$ cat src/rtl/last_row_pkg.sv
package last_row_pkg;

    // One-hot selection of the Booth multiple for the last row.
    typedef struct packed {
        logic zero;
        logic pos1;
        logic neg1;
        logic pos2;
        logic neg2;
    } mult_sel_t;

    localparam int SEL_W = 5;

endpackage

$ cat src/rtl/booth_sel_decoder.sv
module booth_sel_decoder
    import last_row_pkg::*;
(
    input  logic [2:0] win_i,
    output mult_sel_t  sel_o
);

    always_comb begin
        sel_o = '0;
        unique case (win_i)
            3'b000, 3'b111: sel_o.zero = 1'b1;
            3'b001, 3'b010: sel_o.pos1 = 1'b1;
            3'b011:         sel_o.pos2 = 1'b1;
            3'b100:         sel_o.neg2 = 1'b1;
            3'b101, 3'b110: sel_o.neg1 = 1'b1;
            default:        sel_o.zero = 1'b1;
        endcase
    end

endmodule

$ cat src/rtl/prefix_negate.sv
// Two's complement negation in logarithmic depth:
// bit i of -a is a[i] XOR (OR of all bits below i).
// The OR prefix is built as a Kogge-Stone style tree.
module prefix_negate #(
    parameter int N = 10
) (
    input  logic [N-1:0] a_i,
    output logic [N-1:0] neg_o
);

    localparam int LEVELS = (N > 1) ? $clog2(N) : 1;

    logic [LEVELS:0][N-1:0] pre;

    assign pre[0] = a_i;

    for (genvar l = 0; l < LEVELS; l++) begin : g_level
        localparam int SPAN = 1 << l;
        for (genvar i = 0; i < N; i++) begin : g_bit
            if (i >= SPAN) begin : g_comb
                assign pre[l+1][i] = pre[l][i] | pre[l][i-SPAN];
            end else begin : g_pass
                assign pre[l+1][i] = pre[l][i];
            end
        end
    end

    assign neg_o[0] = a_i[0];
    for (genvar i = 1; i < N; i++) begin : g_out
        assign neg_o[i] = a_i[i] ^ pre[LEVELS][i-1];
    end

endmodule

$ cat src/rtl/row_select_mux.sv
module row_select_mux
    import last_row_pkg::*;
#(
    parameter int N = 10
) (
    input  mult_sel_t    sel_i,
    input  logic [N-1:0] pos1_i,
    input  logic [N-1:0] neg1_i,
    input  logic [N-1:0] pos2_i,
    input  logic [N-1:0] neg2_i,
    output logic [N-1:0] row_o
);

    // Per-bit AND-OR selector; yields zero when no non-zero multiple is picked.
    for (genvar i = 0; i < N; i++) begin : g_bit
        assign row_o[i] = ~sel_i.zero &
                          ((sel_i.pos1 & pos1_i[i]) |
                           (sel_i.neg1 & neg1_i[i]) |
                           (sel_i.pos2 & pos2_i[i]) |
                           (sel_i.neg2 & neg2_i[i]));
    end

endmodule

$ cat src/rtl/last_row_gen.sv
module last_row_gen
    import last_row_pkg::*;
#(
    parameter int W = 8,
    localparam int ROW_W = W + 2
) (
    input  logic             clk,
    input  logic             rst_n,
    input  logic [W-1:0]     x_i,
    input  logic [2:0]       win_i,
    output logic [ROW_W-1:0] row_o
);

    typedef struct packed {
        logic [ROW_W-1:0] row;
    } state_t;

    state_t state_d, state_q;

    mult_sel_t        sel;
    logic [ROW_W-1:0] x_ext;
    logic [ROW_W-1:0] neg_x;
    logic [ROW_W-1:0] pos2_x;
    logic [ROW_W-1:0] neg2_x;
    logic [ROW_W-1:0] row_sel;

    assign x_ext  = {{2{x_i[W-1]}}, x_i};
    assign pos2_x = {x_ext[ROW_W-2:0], 1'b0};
    assign neg2_x = {neg_x[ROW_W-2:0], 1'b0};

    booth_sel_decoder i_dec (
        .win_i (win_i),
        .sel_o (sel)
    );

    prefix_negate #(.N(ROW_W)) i_neg (
        .a_i   (x_ext),
        .neg_o (neg_x)
    );

    row_select_mux #(.N(ROW_W)) i_mux (
        .sel_i  (sel),
        .pos1_i (x_ext),
        .neg1_i (neg_x),
        .pos2_i (pos2_x),
        .neg2_i (neg2_x),
        .row_o  (row_sel)
    );

    always_comb begin
        state_d     = state_q;
        state_d.row = row_sel;
    end

    always_ff @(posedge clk or negedge rst_n) begin
        if (!rst_n) begin
            state_q <= '0;
        end else begin
            state_q <= state_d;
        end
    end

    assign row_o = state_q.row;

endmodule

$ cat config.mk
export PLATFORM = sky130hd
export DESIGN_NAME = last_row_gen
export DESIGN_NICKNAME = d
export VERILOG_FILES = /design/src/rtl/last_row_pkg.sv /design/src/rtl/booth_sel_decoder.sv /design/src/rtl/prefix_negate.sv /design/src/rtl/row_select_mux.sv /design/src/rtl/last_row_gen.sv
export SDC_FILE = /design/constraint.sdc
export NUM_CORES = 1
export LEC_CHECK = 0
export ABC_AREA = 0
export BUFFER_PORTS_ARGS = -buffer_cell sky130_fd_sc_hd__buf_2
export CORE_MARGIN = 2
export CORE_UTILIZATION = 25
export DETAILED_ROUTE_END_ITERATION = 7
export GPL_TIMING_DRIVEN = 0
export SYNTH_ARGS = -nofsm -noshare
export SYNTH_HDL_FRONTEND = slang
export SYNTH_SLANG_ARGS = --single-unit
$ cat constraint.sdc
create_clock -name clk -period 0.8 [get_ports clk]
set_clock_uncertainty 0.15 [all_clocks]
set_input_delay 0.08 -clock clk [delete_from_list [all_inputs] [get_ports clk]]
set_output_delay 0.08 -clock clk [all_outputs]
set_load 0.01 [all_outputs]
==> results.yml, run 1 <==
outcome:
  run_status: "finished, violations left"
  failed_checks: "hold timing, setup timing"
die:
  floorplan.die.height_um: 64.5
  floorplan.initialDensity_pct: 26.8
  fp-row-count: 21
  design.die.area_sq_um: 4160
  core_sq_um: 3420
  top_level_ports: 23
  chipWidth_um: 64.5
synthesis:
  synth_seq_cells: 10
  synth_cells: 112
  synth.top_cell.area_share_pct: 27.4
  synth-async-reset-ratio_pct: 100
  synth_top_flop_cell: "sky130_fd_sc_hd__dfrtp_1"
  synth_edf_count: 0
  ys_warn_count: 0
  yosys.cell_types.count: 44
  syn_area_per_cell_sq_um: 8.17
  synth_top_cell_by_area: "sky130_fd_sc_hd__dfrtp_1"
  synth_fp_nets: 126
  ys_top_cells_by_count: "sky130_fd_sc_hd__dfrtp_1, sky130_fd_sc_hd__nand2_1, sky130_fd_sc_hd__o21ai_0, sky130_fd_sc_hd__a21oi_1, sky130_fd_sc_hd__nor2_1"
  syn-cell-area_sq_um: 915
  synth_seq_area_share_pct: 27.4
  synth_area_leaders: "sky130_fd_sc_hd__dfrtp_1, sky130_fd_sc_hd__o21ai_0, sky130_fd_sc_hd__a211oi_1"
worst_setup_path:
  max_stage_delay_ns: 0.48
  crit_start: "x_i[1]"
  crit_path_max_fanout: 4
  setup_crit_end_kind: "flop"
  worst-endpoint-required_ns: 0.77
  timing.critical_path.slowest_stage_cell: "sky130_fd_sc_hd__or4b_4"
  critPathKind: "input port to flop"
  arrival_ns: 1.24
  setup.worst_path.start_class: "input port"
  timing.critical_path.cells: "buf_12 > inv_12 > ha_4 > or4b_4 > nor2_4 > o32a_1 > a22oi_2"
power_and_ir_drop:
  leakage_nw: 0.547
  powerDensity_nw_per_um2: 1130
  post-layout-total-power_mw: 1.48
  ir_drop_uv: 247
timing:
  setup_repair_after_global_routing_missed_its_margin: "true"
  post_route_fraction_of_the_period_consumed_by_the_critical_path_pct: 158
  tightest_slew_ns: 0.373
  max_slew_margin_pct: 75.0
  timing_hold_violations_final: 3
  setup_slack_ns: -0.466
  finalSetupViolCount: 18
  slew_violations: 0
  setup_tns_ns: -4.74
  timing.fmax_ghz: 0.790
  fin_hold_ws_ns: -0.0851
  period_minus_slack_ns: 1.27
drt:
  vias: 953
  postRouteWirelength_um: 2380
  detailedRoute.firstIterationViolations: 84
  drc_errors: 0
  antenna_violating_nets_post_route: 0
  drt_pass1_iterations: 4
  route.detailed.vias_per_inst: 5.21
  wire_per_inst_um: 13.0
place:
  port_buffers: 17
  detailedPlacementHpwl_um: 1830
  gpl.final_weighted_congestion: 0.861
  preCtsSetupSlack_ns: -0.844
flow_run:
  maxCapViolCount: 0
grt:
  grt_start_max_net_pins: 11
  grt.overflow.total: 0
  grt_antenna_before_repair: 0
  grt_use_total_pct: 11.7
  grt_pass1_wl_um: 3880
  first_global_vias: 888
clocking:
  tritoncts: "yes"
  max-clock-path-buffers: 2
  htree_levels: 1
  holdBufCountCts: 1
  cts.clk_slew.worst_paths_ns: 0.05
  cts.root.buffer_cell: "sky130_fd_sc_hd__clkbuf_4"
  numCtsBuffers: 3
  numClockSinks: 10
hold_path:
  worst_hold_path_type: "input port to flop"
  timing.hold.worst_path_depth: 2
  holdPathEnd: "row_o[0]"
  hp-start: "x_i[0]"
final_layout:
  syn2layout_area_growth_pct: 43.8
  drive_above_1_share_pct: 38.7
  diodes: 0
  flip_flop_count_of_the_largest_register_after_layout: 10
  layout_nets: 153
final cells by class:
| class | count | area, sq um |
|---|---|---|
| Buffer | 10 | 124 |
| Clock buffer | 3 | 22.5 |
| Fill cell | 367 | 2100 |
| Inverter | 4 | 32.5 |
| Multi-Input combinational cell | 88 | 663 |
| Sequential cell | 10 | 250 |
| Tap cell | 46 | 57.6 |
| Timing Repair Buffer | 22 | 165 |
logic make-up (layout without fill, tap and decap cells):
kind of cell	count (synthesis)	count (layout)	synth area share [%]
and+or+nand+nor	41	41	25.4
AOI/OAI and AO/OA	36	36	26.5
buffers and inverters	14	39	7.25
DFF	10	10	27.4
xor gates and xnor gates	5	5	4.79
muxes	5	5	7.25
adders and majority gates	1	1	1.37
critical path: cells and delay by family:
family          cells  cell delay (ns)
compound gates      2             0.26
fa+ha+maj           1             0.12
buf+inv             2             0.16
simple gates        2             0.62
routing by layer:
layer  up-vias  routed length, um  global-route usage (%)  part of all wire (%)
met3         6                130                    1.39                   5.5
met2        38               1120                    18.6                    47
met1       447               1100                    16.0                    46
li1        462                  -                       -                     -
met4         0                 38                    5.05                   1.6
met5         -                  0                       0                     0
worst max path at each step:
stage	endpoint	slack, ns	cells past startpoint
2_1_floorplan	row_o[6]	-0.57	5
3_3_place_gp	row_o[6]	-0.82	7
3_5_place_dp	row_o[6]	-0.84	7
4_1_cts	row_o[6]	-0.47	7
5_1_grt	row_o[6]	-0.48	7
6_report	row_o[6]	-0.47	7
power breakdown:
| part | total (mW) | switching (mW) | internal [mW] |
|---|---|---|---|
| Sequential | 0.569 | 0.00927 | 0.560 |
| Clock | 0.308 | 0.136 | 0.172 |
| Combinational | 0.604 | 0.312 | 0.292 |
| Total | 1.48 | 0.458 | 1.02 |
through the flow:
step / utilization [%] / cells / cell area, sq um
2_1_floorplan: - / 112 / 1040
3_3_place_gp: 34.6 / 175 / 1180
3_5_place_dp: 34.6 / 175 / 1180
4_1_cts: 37.9 / 182 / 1300
5_1_grt: 38.5 / 183 / 1320
6_report: 38.5 / 183 / 1320
timing repair:
action / 4_1_cts / 5_1_grt
setup buffers: 3 / 1
setup endpoints to repair: 19 / 19
resized for setup: 18 / 2
endpoints found under the hold margin: 13 / 2
pin swaps: 14 / 8
cell usage in the layout (no fill, tap or decap), types with 4 or more instances in the layout:
| cell | n |
|---|---|
| sky130_fd_sc_hd__nand3_1 | 4 |
| sky130_fd_sc_hd__o21ai_1 | 4 |
| sky130_fd_sc_hd__o21ai_0 | 5 |
| sky130_fd_sc_hd__a211oi_1 | 4 |
| sky130_fd_sc_hd__buf_6 | 4 |
| sky130_fd_sc_hd__nor2_1 | 5 |
| sky130_fd_sc_hd__buf_2 | 16 |
| sky130_fd_sc_hd__a21oi_1 | 6 |
| sky130_fd_sc_hd__buf_4 | 4 |
| sky130_fd_sc_hd__dfrtp_1 | 10 |
| sky130_fd_sc_hd__nand2_1 | 10 |
(Power assumes the default switching activity.)
==> inputs of run 2 (changes only) <==
--- a/config.mk
+++ b/config.mk
@@ -11,6 +11,7 @@
 export CORE_UTILIZATION = 25
 export DETAILED_ROUTE_END_ITERATION = 7
 export GPL_TIMING_DRIVEN = 0
+export PLACE_DENSITY_LB_ADDON = 0.12
 export SYNTH_ARGS = -nofsm -noshare
 export SYNTH_HDL_FRONTEND = slang
 export SYNTH_SLANG_ARGS = --single-unit
==> results.yml, run 2 (synthesized netlist as in run 1, its figures left out) <==
power_and_ir_drop:
  leakage_nw: 0.587
  internal_power_mw: 1.05
  ir_drop_uv: 285
  powerDensity_nw_per_um2: 1080
  power_switching_share_pct: 31.6
  sequentialPowerShare_pct: 37.2
  clockPowerShare_pct: 19.9
  power.combinational.fraction_pct: 42.9
  power.net_switching_uw: 483
clocking:
  holdBufCountCts: 1
  htree_levels: 1
  tritoncts: "yes"
  numCtsBuffers: 3
  numClockSinks: 10
  cts.root.buffer_cell: "sky130_fd_sc_hd__clkbuf_4"
  max-clock-path-buffers: 2
  cts.clk_slew.worst_paths_ns: 0.05
worst_setup_path:
  crit_start: "x_i[1]"
  critical_path_depth: 8
  critical_path.endpoint: "row_o[7]"
  max_stage_delay_ns: 0.49
  timing.critical_path.cells: "buf_12 > inv_12 > ha_4 > or4b_4 > buf_4 > o21ai_2 > nand3_2 > o221ai_2"
  crit_path_max_fanout: 4
  worst_path_dominant_cell_family: "simple AND/OR/NAND/NOR gates"
  critPathKind: "input port to flop"
  arrival_ns: 1.30
  worst-endpoint-required_ns: 0.82
  setup_crit_end_kind: "flop"
  critical_path.n_buffers_inverters: 3
  timing.critical_path.slowest_stage_cell: "sky130_fd_sc_hd__or4b_4"
  setup.worst_path.start_class: "input port"
timing:
  setup_tns_ns: -4.80
  setup_slack_ns: -0.482
  tightest_slew_ns: 0.322
  finalSetupViolCount: 18
  timing_hold_violations_final: 2
  post_route_fraction_of_the_period_consumed_by_the_critical_path_pct: 160
  setup_repair_after_global_routing_missed_its_margin: "true"
  period_minus_slack_ns: 1.28
  fin_hold_ws_ns: -0.0770
  timing.fmax_ghz: 0.780
  slew_violations: 0
  max_slew_margin_pct: 78.4
final_layout:
  most_used_cells_in_the_layout_excluding_fill_and_tap_cells: "sky130_fd_sc_hd__buf_2, sky130_fd_sc_hd__nand2_1, sky130_fd_sc_hd__dfrtp_1"
  register_area_sq_um: 250
  layout_nets: 156
  flip_flop_count_of_the_largest_register_after_layout: 10
  multi_input_comb_area_sq_um: 743
  num-fill-cells: 373
  diodes: 0
  drive_above_1_share_pct: 48.6
  layout_commonest_cell: "sky130_fd_sc_hd__buf_2"
  syn2layout_area_growth_pct: 55.1
  post-route-util_pct: 41.5
drt:
  antenna_violating_nets_post_route: 0
  route.detailed.vias_per_inst: 5.10
  wire_per_inst_um: 14.1
  drt_pass1_iterations: 4
  vias: 949
  drc_errors: 0
  detailedRoute.firstIterationViolations: 73
  postRouteWirelength_um: 2630
place:
  detailedPlacementHpwl_um: 1950
  port_buffers: 17
  preCtsSetupSlack_ns: -0.859
  gpl.final_weighted_congestion: 0.808
grt:
  grt_pass1_wl_um: 4350
  grt.overflow.total: 0
  grt_antenna_before_repair: 0
  first_global_vias: 870
  grt_use_total_pct: 13.2
  grt_start_max_net_pins: 11
flow_run:
  maxCapViolCount: 0
hold_path:
  worst_hold_path_type: "input port to flop"
die:
  fp-row-count: 21
  design.die.area_sq_um: 4160
  chipWidth_um: 64.5
  floorplan.die.height_um: 64.5
  core_sq_um: 3420
  floorplan.initialDensity_pct: 26.8
  top_level_ports: 23
outcome:
  failed_checks: "hold timing, setup timing"
  run_status: "finished, violations left"
==> run 2: cell types whose count changed in the layout (fill, tap and decap cells not counted), moves of 2 or more <==
cell	before	now
sky130_fd_sc_hd__buf_4	4	7
sky130_fd_sc_hd__o21ai_2	0	3
sky130_fd_sc_hd__nand3_1	4	2
sky130_fd_sc_hd__nand3_2	0	2
sky130_fd_sc_hd__o21ai_1	4	2
sky130_fd_sc_hd__xnor2_1	3	1
sky130_fd_sc_hd__xnor2_2	0	2
==> run 2: metrics by stage <==
| stage | instances | total power, mW | area [sq um] | hold WS [ns] |
|---|---|---|---|---|
| floorplan | 112 | 0.949 | 1040 | -0.366 |
| global placement | 175 | 1.12 | 1180 | -0.212 |
| detailed placement | 175 | 1.13 | 1180 | -0.208 |
| CTS | 183 | 1.50 | 1320 | -0.0911 |
| global route | 186 | 1.66 | 1420 | -0.0950 |
| finish | 186 | 1.53 | 1420 | -0.0770 |
==> run 2: cell type report <==
type                    count  area share, %
repair buffers             25           12.8
inverters                   4           2.82
well taps                  46           4.06
clock buffers               3           1.59
flip-flops and latches     10           17.6
multi-input cells          88           52.4
plain buffers              10           8.73
==> run 2: worst min-delay path by stage <==
stage	startpoint	end	depth (start not counted)
finish	x_i[0]	row_o[0]	2
global route	x_i[0]	row_o[0]	2
CTS	x_i[0]	row_o[0]	2
detailed placement	rst_n	row_o[9]	1
floorplan	rst_n	row_o[0]	0
global placement	rst_n	row_o[6]	1
==> run 2: power by group through the flow <==
stage / clock, mW / sequential (mW) / combinational, mW
floorplan: 0 / 0.614 / 0.335
global placement: 0 / 0.578 / 0.543
detailed placement: 0 / 0.579 / 0.546
CTS: 0.324 / 0.570 / 0.605
global route: 0.374 / 0.573 / 0.714
finish: 0.305 / 0.569 / 0.657
==> run 2: repair_timing <==
action                                 CTS  global route
setup endpoints to repair               19            18
gates cloned                             1             0
buffers inserted                         3             3
pin swaps                               10             4
resized for setup                       18            17
endpoints found under the hold margin   12             2
==> run 2: routing by layer <==
layer  share of wire [%]  vias up  GRT usage, %
met3                 2.9        0          1.04
met5                   0        -             0
li1                    -      469             -
met1                  45      459          17.7
met2                  52       21          22.5
met4                   0        0          4.52
==> inputs of run 3 (changes only) <==
--- a/config.mk
+++ b/config.mk
@@ -7,11 +7,13 @@
 export LEC_CHECK = 0
 export ABC_AREA = 0
 export BUFFER_PORTS_ARGS = -buffer_cell sky130_fd_sc_hd__buf_2
-export CORE_MARGIN = 2
+export CAP_MARGIN = 5
+export CORE_MARGIN = 5
 export CORE_UTILIZATION = 25
 export DETAILED_ROUTE_END_ITERATION = 7
 export GPL_TIMING_DRIVEN = 0
 export PLACE_DENSITY_LB_ADDON = 0.12
+export RECOVER_POWER = 50
 export SYNTH_ARGS = -nofsm -noshare
 export SYNTH_HDL_FRONTEND = slang
 export SYNTH_SLANG_ARGS = --single-unit
==> results.yml, run 3 (synthesized netlist as in run 1, its figures left out) <==
worst_setup_path:
  crit_path_max_fanout: 3
  critPathKind: "input port to flop"
  setup.worst_path.start_class: "input port"
  arrival_ns: 1.23
  worst-endpoint-required_ns: 0.74
  timing.critical_path.cells: "buf_12 > inv_12 > ha_4 > or4b_4 > nor2_4 > o32a_1 > a22oi_2"
  timing.critical_path.slowest_stage_cell: "sky130_fd_sc_hd__or4b_4"
  max_stage_delay_ns: 0.49
  setup_crit_end_kind: "flop"
die:
  chipWidth_um: 70.5
  fp-row-count: 22
  floorplan.die.height_um: 70.5
  design.die.area_sq_um: 4970
  top_level_ports: 23
  floorplan.initialDensity_pct: 25.4
  core_sq_um: 3610
grt:
  grt_start_max_net_pins: 11
  grt_antenna_before_repair: 0
  grt_use_total_pct: 11.0
  first_global_vias: 921
  grt.overflow.total: 0
  grt_pass1_wl_um: 4410
timing:
  timing_hold_violations_final: 0
  timing.fmax_ghz: 0.776
  finalSetupViolCount: 19
  post_route_fraction_of_the_period_consumed_by_the_critical_path_pct: 161
  tightest_slew_ns: 0.353
  setup_tns_ns: -4.54
  max_slew_margin_pct: 76.4
  fin_hold_ws_ns: 0.0382
  slew_violations: 0
  period_minus_slack_ns: 1.29
  setup_repair_after_global_routing_missed_its_margin: "true"
  setup_slack_ns: -0.489
drt:
  drt_pass1_iterations: 4
  postRouteWirelength_um: 2720
  detailedRoute.firstIterationViolations: 13
  wire_per_inst_um: 14.1
  route.detailed.vias_per_inst: 4.90
  vias: 945
  drc_errors: 0
  antenna_violating_nets_post_route: 0
clocking:
  numCtsBuffers: 3
  max-clock-path-buffers: 2
  tritoncts: "yes"
  cts.root.buffer_cell: "sky130_fd_sc_hd__clkbuf_8"
  numClockSinks: 10
  cts.clk_slew.worst_paths_ns: 0.04
  htree_levels: 1
final_layout:
  layout_commonest_cell: "sky130_fd_sc_hd__buf_2"
  most_used_cells_in_the_layout_excluding_fill_and_tap_cells: "sky130_fd_sc_hd__buf_2, sky130_fd_sc_hd__nand2_1, sky130_fd_sc_hd__dfrtp_1"
  layout_nets: 161
  drive_above_1_share_pct: 50.3
  flip_flop_count_of_the_largest_register_after_layout: 10
  syn2layout_area_growth_pct: 70.2
  post-route-util_pct: 43.2
  diodes: 0
  layout.cells.non_filler: 193
  stdcell_area_sq_um: 1560
hold_path:
  holdPathEnd: "row_o[9]"
  worst_hold_path_type: "input port to flop"
  timing.hold.worst_path_depth: 2
  hp-start: "x_i[7]"
power_and_ir_drop:
  post-layout-total-power_mw: 1.77
  leakage_nw: 0.650
  ir_drop_uv: 327
  powerDensity_nw_per_um2: 1140
place:
  port_buffers: 17
  gpl.final_weighted_congestion: 0.818
  postPlaceCellArea_sq_um: 1180
  dpl.cell_count: 177
  detailedPlacementHpwl_um: 1940
  preCtsSetupSlack_ns: -0.840
outcome:
  run_status: "finished, violations left"
  failed_checks: "setup timing"
flow_run:
  maxCapViolCount: 0
[run 3: cell count changes in the layout (fill, tap and decap cells not counted), sizes merged]
cell,change
bufbuf,+1
buf,+3
clkbuf,+1
inv,+1
clkinv,-1
[run 3: worst max-delay path: cells and delay by family]
family | cells | cell delay (ns)
compound gates | 2 | 0.26
fa+ha+maj | 1 | 0.13
buf+inv | 2 | 0.15
simple gates | 2 | 0.60
[run 3: worst max path at each step]
stage	end	slack, ns	startpoint
6_report	row_o[6]	-0.49	x_i[1]
3_3_place_gp	row_o[6]	-0.84	x_i[1]
4_1_cts	row_o[6]	-0.49	x_i[0]
5_1_grt	row_o[6]	-0.53	x_i[1]
2_1_floorplan	row_o[6]	-0.57	x_i[2]
3_5_place_dp	row_o[6]	-0.84	x_i[1]
[run 3: timing repair]
item	CTS	global route
setup endpoints to repair	19	19
cloned	1	0
setup buffers	10	1
endpoints found under the hold margin	10	0
hold buffers	1	0
pin swaps	17	2
resized for setup	36	9
[run 3: area by class of cell]
type | count | area [sq um]
Timing Repair Buffer | 30 | 279
Sequential cell | 10 | 250
Fill cell | 359 | 2050
Clock buffer | 3 | 41.3
Tap cell | 48 | 60.1
Inverter | 4 | 32.5
Buffer | 10 | 134
Multi-Input combinational cell | 88 | 759
[run 3: metal layers]
metal  share of wire, %  global-route usage [%]  vias to the layer above
li1                   -                       -                      479
met1                 44                    14.1                      444
met2                 51                    18.7                       20
met3                4.6                    1.44                        2
met4               0.63                    3.83                        0
met5                  0                       0                        -
[run 3: power breakdown]
| group | switching (mW) | internal, mW |
|---|---|---|
| clock network | 0.151 | 0.325 |
| registers | 0.00981 | 0.562 |
| logic | 0.351 | 0.375 |
